[config.mk]
export PLATFORM = sky130hd
export DESIGN_NAME = oring_gate_ctrl
export DESIGN_NICKNAME = d
export VERILOG_FILES = /design/src/rtl/ogc_pkg.sv /design/src/rtl/ogc_margin.sv /design/src/rtl/ogc_debounce.sv /design/src/rtl/ogc_gate_latch.sv /design/src/rtl/oring_gate_ctrl.sv
export SDC_FILE = /design/constraint.sdc
export NUM_CORES = 1
export LEC_CHECK = 0
export BUFFER_PORTS_ARGS = -buffer_cell sky130_fd_sc_hd__buf_2
export CAP_MARGIN = 20
export CORE_MARGIN = 2
export CORE_UTILIZATION = 50
export CTS_CLUSTER_DIAMETER = 80
export DETAILED_ROUTE_END_ITERATION = 7
export GPL_TIMING_DRIVEN = 0
export HOLD_SLACK_MARGIN = 0.15
export PLACE_DENSITY = 0.71
export SLEW_MARGIN = 30
export SYNTH_ARGS = -nofsm -noshare
export SYNTH_HDL_FRONTEND = slang
export SYNTH_SLANG_ARGS = --single-unit
[constraint.sdc]
create_clock -name clk -period 13.4 [get_ports clk]
set_input_delay 0.67 -clock clk [delete_from_list [all_inputs] [get_ports clk]]
set_output_delay 0.67 -clock clk [all_outputs]
set_load 0.02 [all_outputs]
[src/rtl/ogc_pkg.sv]
// Package: shared encodings and constants for the ORing gate controller.
// Assumes: margin factors are scaled by 2**MARGIN_FRAC.
package ogc_pkg;

    typedef enum logic [1:0] {
        MARGIN_NONE = 2'b00,
        MARGIN_HALF = 2'b01,
        MARGIN_ONE  = 2'b10,
        MARGIN_TWO  = 2'b11
    } margin_sel_e;

    localparam int MARGIN_FRAC = 16;
    localparam int K_HALF      = 328;
    localparam int K_ONE       = 655;
    localparam int K_TWO       = 1311;
    localparam int K_GROWTH    = 11;

endpackage

[src/rtl/ogc_margin.sv]
// Module: ogc_margin
// Computes the enable margin as a fraction of nominal with shift-and-add
// constant multipliers, then drops the fraction bits. Purely combinational.
// Assumes: DATA_W >= 6 so the scaled result fits the output width.
module ogc_margin
    import ogc_pkg::*;
#(
    parameter int DATA_W = 12
) (
    input  logic [DATA_W-1:0] nominal,
    input  logic [1:0]        sel,
    output logic [DATA_W-1:0] margin
);
    localparam int PW = DATA_W + K_GROWTH;

    logic [PW-1:0] n_ext;
    logic [PW-1:0] p_half;
    logic [PW-1:0] p_one;
    logic [PW-1:0] p_two;
    logic [PW-1:0] p_sel;

    // Widen the operand once so every shifted term shares one width.
    assign n_ext = PW'(nominal);

    // Constant 328 = 256 + 64 + 8.
    assign p_half = (n_ext << 8) + (n_ext << 6) + (n_ext << 3);

    // Constant 655 = 512 + 128 + 8 + 4 + 2 + 1.
    assign p_one = (n_ext << 9) + (n_ext << 7) + (n_ext << 3)
                 + (n_ext << 2) + (n_ext << 1) + n_ext;

    // Constant 1311 = 1024 + 256 + 16 + 8 + 4 + 2 + 1.
    assign p_two = (n_ext << 10) + (n_ext << 8) + (n_ext << 4)
                 + (n_ext << 3) + (n_ext << 2) + (n_ext << 1) + n_ext;

    // Pick the product named by the select code.
    always_comb begin
        unique case (margin_sel_e'(sel))
            MARGIN_NONE: p_sel = '0;
            MARGIN_HALF: p_sel = p_half;
            MARGIN_ONE:  p_sel = p_one;
            MARGIN_TWO:  p_sel = p_two;
            default:     p_sel = '0;
        endcase
    end

    // Drop the fraction bits.
    assign margin = DATA_W'(p_sel >> MARGIN_FRAC);

endmodule

[src/rtl/ogc_debounce.sv]
// Module: ogc_debounce
// Asserts `hit` after `cond` has been sampled true on N consecutive edges,
// and holds it while `cond` stays true. Any false sample clears it.
// Assumes: N >= 1.
module ogc_debounce #(
    parameter int N = 4
) (
    input  logic clk,
    input  logic rst_n,
    input  logic cond,
    output logic hit
);
    localparam int CW = (N > 1) ? $clog2(N) : 1;
    localparam logic [CW-1:0] LAST = CW'(N - 1);

    logic [CW-1:0] run_cnt;

    // Count the current run of true samples and flag when it reaches N.
    always_ff @(posedge clk) begin
        if (!rst_n) begin
            run_cnt <= '0;
            hit     <= 1'b0;
        end else if (!cond) begin
            run_cnt <= '0;
            hit     <= 1'b0;
        end else if (!hit) begin
            if (run_cnt == LAST) begin
                hit <= 1'b1;
            end else begin
                run_cnt <= run_cnt + 1'b1;
            end
        end
    end

endmodule

[src/rtl/ogc_gate_latch.sv]
// Module: ogc_gate_latch
// Reset-dominant set/reset state for the switch, plus the gate output
// stage and sense-point select.
// Assumes: clr_req already contains every clearing path.
module ogc_gate_latch (
    input  logic clk,
    input  logic rst_n,
    input  logic set_req,
    input  logic clr_req,
    input  logic gate_dis,
    input  logic gate_pol,
    output logic gate_o,
    output logic sense_sel_o
);
    logic on_q;
    logic active;

    // Hold the switch state; clearing wins over setting.
    always_ff @(posedge clk) begin
        if (!rst_n) begin
            on_q <= 1'b0;
        end else if (clr_req) begin
            on_q <= 1'b0;
        end else if (set_req) begin
            on_q <= 1'b1;
        end
    end

    // Global disable overrides the stored state without waiting for an edge.
    assign active = on_q & ~gate_dis;

    // Push-pull drive: on maps to the programmed level, off to its inverse.
    assign gate_o      = gate_pol ? active : ~active;
    assign sense_sel_o = active;

endmodule

[src/rtl/oring_gate_ctrl.sv]
// Module: oring_gate_ctrl (top)
// ORing switch gate controller: margin compare, debounced enable and
// reverse-current paths, masked fault gating and a reset-dominant latch.
// Assumes: all readings share one scale and are synchronous to clk.
module oring_gate_ctrl #(
    parameter int DATA_W = 12,
    parameter int FLT_W  = 8,
    parameter int DEB_N  = 4,
    parameter int LVL_W  = 3
) (
    input  logic              clk,
    input  logic              rst_n,
    input  logic [DATA_W-1:0] supply_rd,
    input  logic [DATA_W-1:0] bus_rd,
    input  logic [DATA_W-1:0] nominal_rd,
    input  logic [1:0]        thr_sel,
    input  logic              rev_trip,
    input  logic              rev_en,
    input  logic [LVL_W-1:0]  rev_level,
    output logic [LVL_W-1:0]  rev_level_o,
    input  logic [FLT_W-1:0]  fault_flags,
    input  logic [FLT_W-1:0]  fault_off_mask,
    input  logic              gate_dis,
    input  logic              gate_pol,
    output logic              gate_o,
    output logic              sense_sel_o
);
    logic [DATA_W-1:0] margin;
    logic [DATA_W:0]   lifted;
    logic              fwd_ok;
    logic              fwd_hit;
    logic              rev_cond;
    logic              rev_hit;
    logic [FLT_W-1:0]  fault_act;
    logic              fault_any;
    logic              clr_req;

    // Margin from nominal and the select code.
    ogc_margin #(.DATA_W(DATA_W)) u_margin (
        .nominal (nominal_rd),
        .sel     (thr_sel),
        .margin  (margin)
    );

    // Converter side lifted by the margin must exceed the bus side.
    assign lifted = {1'b0, supply_rd} + {1'b0, margin};
    assign fwd_ok = lifted > {1'b0, bus_rd};

    // Debounce the enable condition.
    ogc_debounce #(.N(DEB_N)) u_fwd_deb (
        .clk   (clk),
        .rst_n (rst_n),
        .cond  (fwd_ok),
        .hit   (fwd_hit)
    );

    // Reverse-current path, gated by its enable, then debounced.
    assign rev_cond = rev_trip & rev_en;

    ogc_debounce #(.N(DEB_N)) u_rev_deb (
        .clk   (clk),
        .rst_n (rst_n),
        .cond  (rev_cond),
        .hit   (rev_hit)
    );

    // Per-flag action gating.
    genvar gi;
    generate
        for (gi = 0; gi < FLT_W; gi++) begin : g_fault
            assign fault_act[gi] = fault_flags[gi] & fault_off_mask[gi];
        end
    endgenerate

    assign fault_any = |fault_act;
    assign clr_req   = fault_any | rev_hit | gate_dis;

    // State latch and output stage.
    ogc_gate_latch u_latch (
        .clk         (clk),
        .rst_n       (rst_n),
        .set_req     (fwd_hit),
        .clr_req     (clr_req),
        .gate_dis    (gate_dis),
        .gate_pol    (gate_pol),
        .gate_o      (gate_o),
        .sense_sel_o (sense_sel_o)
    );

    // Register the comparator level code toward the analog comparator.
    always_ff @(posedge clk) begin
        if (!rst_n) begin
            rev_level_o <= '0;
        end else begin
            rev_level_o <= rev_level;
        end
    end

endmodule

==> flow_metrics.tcl <==
set metrics [dict create \
    p_leak_nw 2.85 \
    netlist_area_um2 4910 \
    tns_ns 0 \
    hold_path_class "reg2reg" \
    arrival_ns 8.42 \
    post-route-period-util 0.622 \
    fill_cells 898 \
    hold_slack_ns 0.499 \
    ys_ff_latch 10 \
    dp_hpwl_um 8830 \
    fin_cells 738 \
    ant_nets 0 \
    crit_cells 35 \
    critical_path.max_stage_delay_ns 0.66 \
    clk_pin_slew_ns 0.05 \
    cts-hold-fix-buffers 0 \
    synthFlopType "dfxtp_1" \
    synth-async-reset-ratio 0 \
    route.detailed.drc 0 \
    first_pass_iters 4 \
    start_util 0.509 \
    r2r_slack_ns 12.01 \
    die_h_um 103 \
    dr_total_vias 3783 \
    via_per_inst 5.13 \
    cap_violations 0 \
    slew_headroom 0.489 \
    crit_end "u_fwd_deb.run_cnt[1]$_SDFFE_PN0P_" \
    seq_area_um2 200 \
    totalPowerFinal_uw 617 \
    cts_max_path_buffers 2 \
    drt_iter0_drc 77 \
    crit_buf_inv 4 \
    powerDensity_nw_per_um2 113 \
    synth_most_common_cell "ha_1" \
    worstPathMaxFanout 6 \
    wl_per_cell_um 13.2 \
    port_buffers 67 \
    clock-sinks 10 \
    yosys-top-cells-area "ha_1, fa_1, inv_1" \
    synth_top_area_share 0.288 \
    post_cts_buffers 0 \
    post-place-ws_ns 4.81 \
    placed_cells 734 \
    synth.avg_cell_area_um2 9.20 \
    worst_slew_pin_slew_ns 0.748 \
    clk_latency_ns 0.23 \
    row_count 36 \
    antenna_cells 0 \
    critPathTopFamily "adder cells" \
    path_common_cell "ha_1" \
    cts_tree "built" \
    fp.dieW_um 103 \
    place.gp.congestion 0.912 \
    overflow 0 \
    synth_edf_count 0 \
    layout_setup_ws_ns 5.07 \
    multi_input_area_um2 4290 \
    antenna_found_initial 0 \
    status "completed" \
    setup_viol_count_final 0 \
    grt_pass1_vias 3888 \
    cts_buffers 3 \
    syn_nets 775 \
    io_pins 68 \
    cpMaxStageDelayCell "nor4_1" \
    syn_inst 534 \
    grtUsageTotal 0.192 \
    ir_drop_mv 0.0701 \
    cts_resized 0 \
    dieArea_um2 10600 \
    layout-drive-gt1-share 0.136 \
    worst-setup-path-type "in2reg" \
    hold_viol 0 \
    rsz0062_at_grt "no" \
    synth-seq-area-share 0.0408 \
    drv_slew 0 \
    cp-end-kind "flop" \
    ys_types 56 \
    ys.warnings.count 0 \
    r2r_start "u_fwd_deb.run_cnt[0]$_SDFFE_PN0P_" \
    worstPathRequired_ns 13.49 \
    finalCriticalPeriod_ns 8.33 \
    wl_um 9740 \
    max_freq_mhz 120 \
    grt_max_degree 15 \
    nNetsFinal 847 \
    rr_worst_depth 5 \
    fin_skew_ns 0.00122 \
    grt_pass1_wl_um 16500 \
    htreeDepth 1 \
    critical_path.startpoint "nominal_rd[0]" \
    r2r-end "u_fwd_deb.run_cnt[1]$_SDFFE_PN0P_" \
    area_growth_pct 11.3 \
    root_buffer "clkbuf_8" \
    core_um2 9640 \
    yosysTopAreaCell "ha_1" \
    synth_common_cells "ha_1, inv_1, fa_1" \
    startpoint_type "input port" \
]
==> power breakdown <==
part           leakage (nW)  internal [mW]  switching [mW]
clock network        0.0288         0.0258          0.0113
logic                  2.74          0.243           0.306
registers            0.0818         0.0310        0.000597
==> worst min path at each step <==
stage | start | end | slack, ns | cells past startpoint
after global placement | u_rev_deb.run_cnt[1]$_SDFFE_PN0P_ | u_rev_deb.run_cnt[1]$_SDFFE_PN0P_ | 0.47 | 2
final | u_rev_deb.run_cnt[1]$_SDFFE_PN0P_ | u_rev_deb.run_cnt[1]$_SDFFE_PN0P_ | 0.50 | 2
after global routing | u_rev_deb.run_cnt[1]$_SDFFE_PN0P_ | u_rev_deb.run_cnt[1]$_SDFFE_PN0P_ | 0.55 | 2
after detailed placement | u_rev_deb.run_cnt[1]$_SDFFE_PN0P_ | u_rev_deb.run_cnt[1]$_SDFFE_PN0P_ | 0.50 | 2
after CTS | u_rev_deb.run_cnt[1]$_SDFFE_PN0P_ | u_rev_deb.run_cnt[1]$_SDFFE_PN0P_ | 0.50 | 2
after floorplan | u_rev_deb.run_cnt[1]$_SDFFE_PN0P_ | u_rev_deb.run_cnt[1]$_SDFFE_PN0P_ | 0.46 | 2
==> metal layers <==
layer,wire (um),vias up,global-route usage
met1,4760,1741,0.259
met2,4670,71,0.350
li1,-,1969,-
met4,15,0,0.0273
met5,0,-,0
met3,288,2,0.00610
==> cell type report <==
| class | count | share of cell area |
|---|---|---|
| Inverter | 106 | 0.0728 |
| Sequential cell | 10 | 0.0366 |
| Timing Repair Buffer | 67 | 0.0613 |
| Clock buffer | 4 | 0.0101 |
| Buffer | 3 | 0.00343 |
| Multi-Input combinational cell | 415 | 0.785 |
| Tap cell | 133 | 0.0304 |
==> cells by family after synthesis <==
kind of cell,share of synthesized area
fa+ha+maj,0.553
buf+inv,0.0848
compound gates,0.149
xor+xnor,0.0657
mux,0.00229
flops,0.0408
simple gates,0.104
==> worst register-to-register path, cell delays in order, from the launching register on <==
cell and delay (ns):
dfxtp_1 0.32, ha_1 0.21, nor2_1 0.19, mux2_2 0.37
nand4_1 0.09, o31ai_1 0.07
==> per-stage QoR <==
step	utilization	instance area (um^2)
3_5_place_dp	0.562	5410
3_3_place_gp	0.562	5410
6_report	0.567	5470
5_1_grt	0.567	5470
4_1_cts	0.567	5470
2_1_floorplan	-	4910
==> state kept, by name (all words and copies together), names as in the netlist <==
name	count
u_fwd_deb.hit	1
rev_level_o	3
u_fwd_deb.run_cnt	2
u_rev_deb.run_cnt	2
u_rev_deb.hit	1
u_latch.on_q	1
==> cell usage in the layout (no fill, tap or decap), types with 11 or more instances in the layout <==
cell type	count
fa_1	65
nand3_1	14
o21ai_0	15
inv_1	106
nor2_1	22
nand2_1	22
a21o_1	11
xnor2_1	29
ha_1	113
buf_2	67
a21oi_1	20
(Power assumes the default switching activity.)
